## config.mk

```make
export PLATFORM = sky130hd
export DESIGN_NAME = cfg_select_ctrl
export DESIGN_NICKNAME = d
export VERILOG_FILES = /design/src/rtl/cfg_select_ctrl.sv
export SDC_FILE = /design/constraint.sdc
export NUM_CORES = 1
export LEC_CHECK = 0
export ABC_AREA = 1
export BUFFER_PORTS_ARGS = -buffer_cell sky130_fd_sc_hd__buf_2
export CORE_ASPECT_RATIO = 0.7
export CORE_MARGIN = 5
export CORE_UTILIZATION = 35
export DETAILED_ROUTE_END_ITERATION = 10
export SLEW_MARGIN = 15
export SYNTH_ARGS = -nofsm -noshare
export SYNTH_HDL_FRONTEND = slang
export SYNTH_SLANG_ARGS = --single-unit
```

## constraint.sdc

```tcl
create_clock -name clk -period 2.5 [get_ports clk]
set_clock_uncertainty 0.05 [all_clocks]
set_input_delay 0.5 -clock clk [delete_from_list [all_inputs] [get_ports clk]]
set_output_delay 0.5 -clock clk [all_outputs]
set_load 0.02 [all_outputs]
```

## src/rtl/cfg_select_ctrl.sv

```systemverilog
module cfg_select_ctrl #(
  parameter int CYC_PER_US = 125,
  parameter int STARTUP_US = 10000,
  parameter int SETTLE_US  = 1000,
  parameter int STABLE_CYC = 4,
  parameter int CFG_W      = 8,
  parameter logic [4*CFG_W-1:0] CFG_TABLE = 32'hD3A27140
)(
  input  logic             clk,
  input  logic             por_n,
  input  logic             mode_strap,
  input  logic [1:0]       sel,
  input  logic             dflt_keep,
  output logic [1:0]       cfg_idx,
  output logic             cfg_load,
  output logic [CFG_W-1:0] cfg_word,
  output logic             sw_access,
  output logic             busy,
  output logic             sel_violation
);
  localparam int STARTUP_CYC = CYC_PER_US * STARTUP_US;
  localparam int SETTLE_CYC  = CYC_PER_US * SETTLE_US;
  localparam int TW = $clog2(STARTUP_CYC + 1);
  localparam int BW = $clog2(SETTLE_CYC + 1);
  localparam int KW = $clog2(STABLE_CYC + 1);

  logic [2:0]    s1, s2;
  logic          init_done, hw_mode;
  logic [TW-1:0] start_cnt;
  logic [BW-1:0] settle;
  logic [KW-1:0] stab;
  logic [1:0]    sel_ref;

  always_ff @(posedge clk) begin
    s1 <= {mode_strap, sel};
    s2 <= s1;
  end

  wire [1:0] sel_s       = s2[1:0];
  wire       window_open = start_cnt == TW'(STARTUP_CYC);
  wire       sel_steady  = stab == KW'(STABLE_CYC);
  wire       take        = hw_mode && window_open && !busy && sel_steady && (sel_s != sel_ref);
  wire       both_flip   = &(sel_s ^ sel_ref);

  assign busy     = settle != '0;
  assign cfg_word = CFG_TABLE[cfg_idx*CFG_W +: CFG_W];

  always_ff @(posedge clk or negedge por_n) begin
    if (!por_n) begin
      init_done     <= 1'b0;
      hw_mode       <= 1'b0;
      sw_access     <= 1'b0;
      start_cnt     <= '0;
      settle        <= '0;
      stab          <= '0;
      sel_ref       <= 2'd0;
      cfg_idx       <= 2'd0;
      cfg_load      <= 1'b0;
      sel_violation <= 1'b0;
    end else begin
      cfg_load <= 1'b0;
      if (s1[1:0] != s2[1:0]) stab <= '0;
      else if (!sel_steady)   stab <= stab + 1'b1;
      if (busy) settle <= settle - 1'b1;
      if (!init_done) begin
        init_done <= 1'b1;
        hw_mode   <= s2[2];
        sw_access <= !s2[2];
        sel_ref   <= sel_s;
        if (s2[2] || !dflt_keep) begin
          cfg_idx  <= s2[2] ? sel_s : 2'd0;
          cfg_load <= 1'b1;
          settle   <= BW'(SETTLE_CYC);
        end
      end else begin
        if (!window_open) start_cnt <= start_cnt + 1'b1;
        if (hw_mode && !window_open) begin
          sel_ref <= sel_s;
        end else if (take) begin
          sel_ref <= sel_s;
          if (both_flip) begin
            sel_violation <= 1'b1;
          end else begin
            cfg_idx       <= sel_s;
            cfg_load      <= 1'b1;
            settle        <= BW'(SETTLE_CYC);
            sel_violation <= 1'b0;
          end
        end
      end
    end
  end


  load_pulse_chk: assert property (@(posedge clk) disable iff (!por_n)
    cfg_load |=> !cfg_load);

  load_busy_chk: assert property (@(posedge clk) disable iff (!por_n)
    cfg_load |-> busy);

  sw_idx_chk: assert property (@(posedge clk) disable iff (!por_n)
    sw_access |-> (cfg_idx == 2'd0));

  viol_hold_chk: assert property (@(posedge clk) disable iff (!por_n)
    $rose(sel_violation) |-> ($stable(cfg_idx) && !cfg_load));

  mode_hold_chk: assert property (@(posedge clk) disable iff (!por_n)
    (init_done && $past(init_done)) |-> $stable(sw_access));

  idx_change_chk: assert property (@(posedge clk) disable iff (!por_n)
    !cfg_load |-> $stable(cfg_idx));
endmodule

```

* After elaboration in Yosys (flattened, before gate mapping)
Index checks and enable logic that the tools add are counted.
** Operators by class
- Add/subtract/negate cells :: 3
- Equal/unequal tests :: 9
- Shift operators :: 1
- Muxes and demuxes :: 23
- Bitwise gates (word level) :: 3
- Reductions and logical operators :: 16
** Operator list (number)
- 17-bit two-way mux :: 6
- 32-bit by 6-bit indexed part select with 8-bit output (first input constant) :: 1
- 21-bit by 1-bit adder with 21-bit output (second input constant) :: 1
- 21-bit == test (second input constant) :: 1
- 2-bit two-way mux :: 9
- 17-bit nonzero test :: 1
- 17-bit by 1-bit subtractor with 17-bit output (second input constant) :: 1
- 1-bit two-way mux :: 6
- 3-bit two-way mux :: 2
- 1-bit logical AND :: 5
- 1-bit logical NOT :: 4
- 2-bit by 1-bit != test with 1-bit output (second input constant) :: 2
- 2-bit != test :: 2
- 2-bit != test (second input constant) :: 2
- 2-bit AND reduction :: 2
- 4-bit AND reduction :: 1
- 3-bit by 1-bit adder with 3-bit output (second input constant) :: 1
- 3-bit == test (second input constant) :: 1
- 3-bit by 1-bit != test with 1-bit output (second input constant) :: 1
- 3-bit AND reduction :: 1
- 1-bit NOT :: 2
- 2-bit nonzero test :: 1
- 2-bit bitwise XOR :: 1
- 1-bit logical OR :: 1
** Storage, ports and cells
- Register bits :: 56
- Bits of input ports :: 6

* Longest topological paths before layout
Gate-level depths: netlist of the first run.
- Depth after elaboration :: 8
- Depth in mapped cells :: 13
- Mapped depth without buffers :: 13

* Least setup slack after synthesis of the first run
No wires, ideal clock.
- Path type :: reg-to-output
- Start :: reg settle[0]
- End :: out busy
- Arrival time :: 1.218 ns
- Data required time :: 1.950 ns
- Slack :: 0.732 ns
- Stages on the path, launching flop included :: 9
- Path buffers :: 1
- Cells stage by stage :: dfrtp_1 > inv_1 > ha_1 > inv_1 > nor2_1 > nand2_1 > nor2_2 > nand2_4 > buf_2
** On the way
- Cells in the longest elaborated chain, start to end :: 1
** RTL lines
- start, declared :: RTL line 30 : logic [BW-1:0] settle;
- start signal, assigned :: RTL line 64 : if (busy) settle <= settle - 1'b1;
- start signal, assigned :: RTL line 73 : settle <= BW'(SETTLE_CYC);
- start signal, assigned :: RTL line 86 : settle <= BW'(SETTLE_CYC);
- 17-bit nonzero test :: RTL line 45 : assign busy = settle != '0;
- end, declared :: RTL line 18 : output logic busy,
Every way passes these cells.

* Worst setup path in the final report of the first run
Ends and elaborated chain as after synthesis.

==> run metrics, run 1 <==
status complete, no violations; CTS Buf Count 5; Worst Path Buf+Inv 3; Worst Setup Path Type flop to output pin; Final Hold Viols 0; final period demand of the worst path 2.20 ns; Die ar. 11000 um2; antenna violations before repair 0; clk sinks 56; Worst EP arrival 1.65 ns; grt ovf 0; via/cell ratio 4.51; Setup WS post-layout 0.299 ns; cell family with most CP delay simple AND/OR/NAND/NOR gates; number of global-route vias before repair 2194; DRC viols 0; global router's overall resource usage 12.3%; via count 2498; Max stage delay on crit path 0.38 ns; # port buffers 17; Clk pwr share 30.3%; metal1 wirelength 3450 um; routed wl met3 274 um; max-cap violations 0; setup TNS 0 ns; Area Growth Syn to Fin 10.1%; Highest Signal Layer met4; hpwl dp 4760 um; drt wl/cell 11.4 um; drt first-iter violations 168; Post-Route WL 6320 um; worst r2r dst settle[16]; GP Congestion 0.912; metal2 WL 2550 um; Starting Density 36.4%; NumNets Final 446; Internal 1.56 mW; r2r worst-path depth 12; slowest cell on the critical path dfrtp_1; crit-path cells inv_1, ha_1, inv_1, nor2_1, nand2_1, nor2_2, nand2_4, buf_2; largest net degree at the start of global routing 34; Hold-fix buffers, CTS 0; R2R setup slack 0.61 ns; synth warn 0; synthesized flop and latch total 56; RR Startpoint settle[0]; sequential power share 49.3%; CTS tree yes; die span in y 89.3 um; Clock transition at path regs 0.07 ns; total setup buffers inserted after CTS 0; Critical Path RT 1.95 ns; first-pass GRT wire length 10600 um; Least-Margin Pin Slew 0.726 ns; switching power 783 uW; utilization after layout 40.1%; Slew HR 51.6%; core area 8620 um2; Leak 1.63 nW; Detail Route Antenna Nets 0; Netlist cell types 31; Core Rows 28; max-slew violations 0; post-synthesis cell count 417; pwr/cell area 678 nW/um2; sequential element share of the synthesized area 43.7%; DP Worst Slack 0.617 ns; startpoint class of the critical path flop; die extent in x 123 um; clk root buf clkbuf_16; share of cells above drive strength 1 9.45%; part of the power in combinational logic 20.4%; RSZ-0062 raised after global routing no; period utilisation layout 88.0%; Cell Area, Synth 3140 um2; Clock Path Buffers 2; First-pass DRT Iterations 4; fill count 886; most used cell, CP inv_1; VDD IR max 0.431 mV; Ant. Diodes 0; setup violators final 0; register area 1370 um2; worst-skew pair later-pin latency 0.30 ns; CP Capture Type output pin; crit path max fanout 14; Fmax 454 MHz; area of the multi-input gates 1500 um2; synthesized area per cell 7.53 um2; Sw Share 33.4%; post-CTS sizing 0; number of H-tree levels 2; Hold/Removal Path Class input pin to asynchronous set/reset pin; I/O pin count 20
==> area by class of cell <==
class                           instances  share of cell area (%)
Multi-Input combinational cell        301                    43.3
Sequential cell                        56                    39.7
Inverter                               49                    5.32
Tap cell                              120                    4.34
Clock buffer                            5                    3.62
Timing Repair Buffer                   20                    3.11
Clock inverter                          3                   0.615
==> flip-flops by register name (all words and copies together), names as in the netlist <==
register,flops
settle,17
s1,3
cfg_load,1
cfg_idx,2
sw_access,1
start_cnt,21
stab,3
init_done,1
s2,3
sel_violation,1
sel_ref,2
hw_mode,1
==> cell usage after synthesis <==
cell | n | area (um2)
nand4_1 | 11 | 68.8
o21bai_1 | 1 | 7.51
xnor2_1 | 7 | 61.3
or2_2 | 1 | 6.26
and2_1 | 1 | 6.26
inv_1 | 48 | 180
nor4_1 | 1 | 6.26
buf_2 | 3 | 15.0
buf_4 | 6 | 45.0
buf_8 | 1 | 15.0
nor2_4 | 3 | 33.8
nand3_4 | 1 | 17.5
inv_2 | 1 | 3.75
o21ai_0 | 17 | 85.1
nor2_1 | 58 | 218
xor2_1 | 17 | 149
dfxtp_1 | 6 | 120
nand2_1 | 122 | 458
nand3b_1 | 2 | 15.0
nand3_1 | 27 | 135
buf_6 | 1 | 11.3
dfrtp_1 | 50 | 1250
a21oi_1 | 8 | 40.0
conb_1 | 2 | 7.51
o31ai_1 | 1 | 7.51
ha_1 | 7 | 87.6
nor2_2 | 4 | 25.0
clkbuf_2 | 1 | 5.00
nor3_1 | 6 | 30.0
nand2_2 | 1 | 6.26
nand2_4 | 2 | 22.5
==> power by group through the flow <==
stage	Sequential, mW	Clock (mW)	Combinational (mW)
2_1_floorplan	1.14	0	0.370
3_3_place_gp	1.17	0	0.471
3_5_place_dp	1.17	0	0.475
4_1_cts	1.15	0.736	0.482
5_1_grt	1.17	0.776	0.551
6_report	1.15	0.711	0.478
==> worst reg2reg max path, cell delays in order (launching register included) <==
cell and delay, ns:
dfrtp_1 0.38, inv_1 0.13, ha_1 0.16, inv_1 0.05
nor2_1 0.08, nand2_1 0.07, nor2_2 0.16, nand2_4 0.15
nor2_4 0.14, nand3_4 0.10, nand2_4 0.18, inv_2 0.10
o21ai_0 0.08
==> cell usage in the layout, fill, tap and decap left out <==
master	netlist	layout
a21oi_1	8	8
and2_1	1	1
buf_2	3	17
buf_4	6	3
clkbuf_16	0	5
clkinv_2	0	1
clkinvlp_4	0	1
conb_1	2	3
dfrtp_1	50	50
dfxtp_1	6	6
ha_1	7	7
inv_1	48	48
inv_2	1	1
inv_6	0	1
nand2_1	122	122
nand2_2	1	1
nand2_4	2	2
nand3_1	27	27
nand3_4	1	1
nand3b_1	2	2
nand4_1	11	11
nor2_1	58	58
nor2_2	4	4
nor2_4	3	3
nor3_1	6	6
nor4_1	1	1
o21ai_0	17	17
o21bai_1	1	1
o31ai_1	1	1
or2_2	1	1
xnor2_1	7	7
xor2_1	17	17
==> metrics by stage <==
step           cells  hold slack [ns]  total power, mW  cell area [um2]
3_5_place_dp     546            0.271             1.64             3310
3_3_place_gp     546            0.274             1.64             3310
5_1_grt          554            0.239             2.50             3460
2_1_floorplan    418            0.154             1.51             3140
4_1_cts          554            0.238             2.37             3460
6_report         554            0.204             2.34             3460
==> per-layer routing <==
metal / GRT usage (%) / up-vias
li1: - / 1324
met1: 19.0 / 1130
met2: 17.0 / 40
met3: 3.16 / 4
met4: 3.02 / 0
met5: 0 / -
==> how the worst max path moves through the flow <==
stage | start | slack (ns) | depth (start not counted) | endpoint
5_1_grt | settle[0] | 0.14 | 8 | busy
6_report | settle[0] | 0.30 | 8 | busy
3_3_place_gp | settle[0] | 0.64 | 8 | busy
3_5_place_dp | settle[0] | 0.62 | 8 | busy
4_1_cts | settle[0] | 0.29 | 8 | busy
2_1_floorplan | settle[0] | 0.73 | 8 | busy
==> cell families after synthesis <==
kind of cell | share of synthesized area [%]
compound gates | 4.46
xor+xnor | 6.69
fa+ha+maj | 2.79
buf+inv | 8.76
flops | 43.7
other cells | 0.239
simple gates | 33.4
(Power assumes the default switching activity.)
==> run 2, diff against run 1 <==
- PLACE_DENSITY: not set -> 0.55
==> run 2 against run 1 <==
Utilization rose by 0.38 points. Final cell count rose by 0.18%. Sequential share of layout area fell by 0.37 points. Worst setup slack got worse by 0.046 ns. Flip-flop and latch count did not move. Critical endpoint unchanged. Global-route usage rose by 0.87 points. First-iteration DRC count rose by 14%. Die area did not move. Power rose by 4.7%. Count of clock-buffer cells in the layout did not move. Design area rose by 0.94%.
==> run metrics, run 2 (synthesized netlist as in run 1, its figures left out) <==
status complete, no violations; setup TNS 0 ns; commonest non-fill, non-tap cell in the layout nand2_1; Worst EP arrival 1.70 ns; Max stage delay on crit path 0.38 ns; hpwl dp 5060 um; CP Capture Type output pin; First-pass DRT Iterations 4; drt first-iter violations 191; Starting Density 36.4%; Fmax 445 MHz; Clock Path Buffers 2; via count 2526; largest net degree at the start of global routing 30; Area Growth Syn to Fin 11.1%; startpoint class of the critical path flop; Largest register FFs 21; DRC viols 0; core area 8620 um2; biggest regs start_cnt x21, settle x17; utilization after layout 40.5%; Ant. Diodes 0; Die ar. 11000 um2; grt ovf 0; number of H-tree levels 2; total setup buffers inserted after CTS 0; Post-Route WL 6570 um; sequential power share 46.9%; max-cap violations 0; crit-path cells inv_1, ha_1, inv_1, nor2_1, nand2_1, nor2_2, nand2_4, buf_2; Hold-fix buffers, CTS 0; number of global-route vias before repair 2345; Most flops, register start_cnt; period utilisation layout 89.9%; die span in y 89.3 um; final period demand of the worst path 2.25 ns; clk sinks 56; post-CTS sizing 0; NumNets Final 447; Leak 1.65 nW; antenna violations before repair 0; setup violators final 0; met1 layer usage reported by global route 20.4%; Critical Path RT 1.95 ns; most used cell, CP inv_1; Internal 1.67 mW; Finished Cell Area 3490 um2; Placed Area 3320 um2; part of the power in combinational logic 19.8%; CTS tree yes; Clock transition at path regs 0.08 ns; Hold/Removal Path Class input pin to asynchronous set/reset pin; most frequent cells in the layout 122 x nand2_1, 58 x nor2_1, 50 x dfrtp_1, 48 x inv_1, 27 x nand3_1; first-pass GRT wire length 11300 um; switching power 786 uW; Clk pwr share 33.3%; RSZ-0062 raised after global routing no; VDD IR max 0.354 mV; # port buffers 17; clk root buf clkbuf_16; GP Congestion 0.878; total power 2.45 mW; Sw Share 32.0%; die extent in x 123 um; Worst Setup Path Type flop to output pin; Final Hold Viols 0; global routing met3 resource utilization 3.61%; Global Route met2 Usage 18.2%; max-slew violations 0; pwr/cell area 703 nW/um2; drt wl/cell 11.8 um; Slew HR 57.0%; Least-Margin Pin Slew 0.646 ns; via/cell ratio 4.55; global router's overall resource usage 13.2%; I/O pin count 20; worst-skew pair later-pin latency 0.30 ns; slowest cell on the critical path dfrtp_1; CTS Buf Count 5; GRT busiest layer met1; crit path max fanout 14; share of cells above drive strength 1 9.66%; Detail Route Antenna Nets 0; Core Rows 28
[run 2: per-stage QoR]
stage	worst slack (ns)	cells	hold WS, ns
6_report	0.253	555	0.175
5_1_grt	0.100	555	0.235
4_1_cts	0.252	555	0.206
3_5_place_dp	0.503	547	0.268
3_3_place_gp	0.532	547	0.266
2_1_floorplan	0.732	418	0.154
[run 2: cell type report]
cell class	instances	area (um2)
Multi-Input combinational cell	301	1500
Clock inverter	3	46.3
Clock buffer	5	125
Tap cell	120	150
Fill cell	917	5130
Timing Repair Buffer	21	115
Inverter	49	184
Sequential cell	56	1370
[run 2: power by group through the flow]
| stage | Clock [mW] | Sequential (mW) | Combinational, mW |
|---|---|---|---|
| floorplan | 0 | 1.14 | 0.370 |
| global placement | 0 | 1.17 | 0.470 |
| detailed placement | 0 | 1.17 | 0.485 |
| CTS | 0.841 | 1.15 | 0.494 |
| global route | 0.884 | 1.17 | 0.567 |
| finish | 0.816 | 1.15 | 0.486 |
[run 2: path summary, 6_finish.rpt]
kind / slack (ns) / cells past startpoint / startpoint / end
setup / recovery: 0.25 / 8 / settle[0] / busy
min in group clk: 0.25 / 1 / sel[0] / s1[0]
hold / removal: 0.17 / 1 / por_n / start_cnt[6]
hold reg to reg: 0.28 / 0 / s1[2] / s2[2]
setup reg to reg: 0.48 / 12 / start_cnt[0] / start_cnt[3]
max in group asynchronous: 1.59 / 2 / por_n / settle[13]
[run 2: metal layers]
metal | routed length (um) | up-vias
met5 | 0 | -
met1 | 3690 | 1158
met2 | 2580 | 39
met3 | 260 | 4
li1 | - | 1325
met4 | 37 | 0
[run 2: critical path: cells and delay by family (launching register included)]
kind          cells  cell delay, ns
simple gates      4            0.46
fa+ha+maj         1            0.18
buf+inv           3            0.39
flops             1            0.38
==> run 3, diff against run 2 <==
- CORE_UTILIZATION: 35 -> 55
- CTS_CLUSTER_SIZE: not set -> 25
- MAX_ROUTING_LAYER: not set -> met4
- PLACE_DENSITY: 0.55 -> 0.77
==> run 3 against run 2 <==
Critical path depth unchanged. Final cell count down 8.3%. Power down 13%. Design area fell by 4.2%. Clock power shrank 38%. Count of clock-buffer cells in the layout did not move. Register-to-register slack better by 0.09 ns. Via count grew 2.1%. Flip-flop and latch count stayed put. Largest power group unchanged. Maximum frequency is essentially flat. Worst hold slack worse by 0.16 ns. Worst setup slack better by 0.0017 ns.
==> run metrics, run 3 (synthesized netlist as in run 1, its figures left out) <==
fin cells 509; setup TNS 0 ns; GP Congestion 0.912; RSZ-0062 raised after global routing no; commonest non-fill, non-tap cell in the layout nand2_1; period utilisation layout 89.8%; Die ar. 7350 um2; Worst Setup Path Type flop to output pin; Largest register FFs 21; final period demand of the worst path 2.24 ns; startpoint class of the critical path flop; Area Growth Syn to Fin 6.49%; Leak 1.61 nW; setup violators final 0; worst-skew pair later-pin latency 0.31 ns; First-pass DRT Iterations 4; drt first-iter violations 235; Starting Density 55.7%; die extent in x 100 um; Worst EP arrival 1.69 ns; Most flops, register start_cnt; Detail Route Antenna Nets 0; via/cell ratio 5.07; crit path max fanout 14; CP Capture Type output pin; Clk pwr share 23.6%; clk root buf clkbuf_8; CTS tree yes; Post-Route WL 6190 um; CTS Buf Count 5; global router's overall resource usage 19.4%; antenna violations before repair 0; DRC viols 0; utilization after layout 59.3%; core area 5640 um2; status complete, no violations; Internal 1.39 mW; Critical Path RT 1.95 ns; share of cells above drive strength 1 9.45%; NumNets Final 446; Clock transition at path regs 0.10 ns; crit-path cells inv_1, ha_1, inv_1, nor2_1, nand2_1, nor2_2, nand2_4, buf_2; number of H-tree levels 2; Slew HR 61.6%; most used cell, CP inv_1; Least-Margin Pin Slew 0.571 ns; hpwl dp 4670 um; R2R setup slack 0.57 ns; switching power 749 uW; slowest cell on the critical path dfrtp_1; Final Hold Viols 0; die span in y 73.2 um; Fmax 445 MHz; fill count 523; max-slew violations 0; most frequent cells in the layout 122 x nand2_1, 58 x nor2_1, 50 x dfrtp_1, 48 x inv_1, 27 x nand3_1; grt ovf 0; clk sinks 56; Hold-fix buffers, CTS 0; Clock Path Buffers 2; drt wl/cell 12.2 um; first-pass GRT wire length 11100 um; # port buffers 17; Placed Cells incl. Taps 501; via count 2580; part of the power in combinational logic 22.3%; Sw Share 35.1%; largest net degree at the start of global routing 32; max-cap violations 0; pwr/cell area 638 nW/um2; Hold/Removal Path Class input pin to asynchronous set/reset pin; VDD IR max 0.445 mV; biggest regs start_cnt x21, settle x17; Max stage delay on crit path 0.39 ns; total power 2.13 mW; Core Rows 23; I/O pin count 20; post-CTS sizing 0; Hold Slack 0.0155 ns; number of global-route vias before repair 2392; Ant. Diodes 0; sequential power share 54.2%; total setup buffers inserted after CTS 0
run 3: final cells by class:
| type | instances | area (um2) | share of cell area (%) |
|---|---|---|---|
| Timing Repair Buffer | 20 | 108 | 3.22 |
| Clock buffer | 5 | 68.8 | 2.06 |
| Tap cell | 75 | 93.8 | 2.81 |
| Multi-Input combinational cell | 301 | 1500 | 44.8 |
| Inverter | 49 | 184 | 5.50 |
| Clock inverter | 3 | 21.3 | 0.636 |
| Sequential cell | 56 | 1370 | 41.0 |
run 3: per-stage QoR:
step                      instance area (um2)  setup slack, ns
after floorplan                          3140            0.732
after global placement                   3250            0.642
after detailed placement                 3250            0.571
after CTS                                3340            0.245
after global routing                     3340            0.108
final                                    3340            0.255
run 3: metal layers:
| layer | vias up | wire length (um) | global-route usage [%] |
|---|---|---|---|
| met5 | - | 0 | - |
| met3 | 5 | 419 | 3.72 |
| met1 | 1174 | 3060 | 29.0 |
| met4 | 0 | 46 | 4.04 |
| li1 | 1319 | - | - |
| met2 | 82 | 2670 | 27.4 |
run 3: worst paths after layout:
check | endpoint | from | cells past startpoint
hold reg to reg | s2[2] | s1[2] | 0
setup reg to reg | start_cnt[14] | start_cnt[0] | 12
setup / recovery | busy | settle[0] | 8
min in group clk | s1[1] | sel[1] | 1
hold / removal | settle[14] | por_n | 1
max in group asynchronous | stab[2] | por_n | 2
run 3: power groups by stage:
stage          registers (mW)  logic (mW)  clock network (mW)
3_3_place_gp             1.16       0.461                   0
3_5_place_dp             1.17       0.474                   0
4_1_cts                  1.15       0.477               0.525
2_1_floorplan            1.14       0.370                   0
5_1_grt                  1.18       0.553               0.568
6_report                 1.16       0.475               0.503
run 3: worst max-delay path: cells and delay by family, from the launching register on:
kind                     cells  cell delay [ns]
AND/OR/NAND/NOR              4             0.46
buffers and inverters        3             0.37
flip-flops                   1             0.39
adder cells (fa/ha/maj)      1             0.16
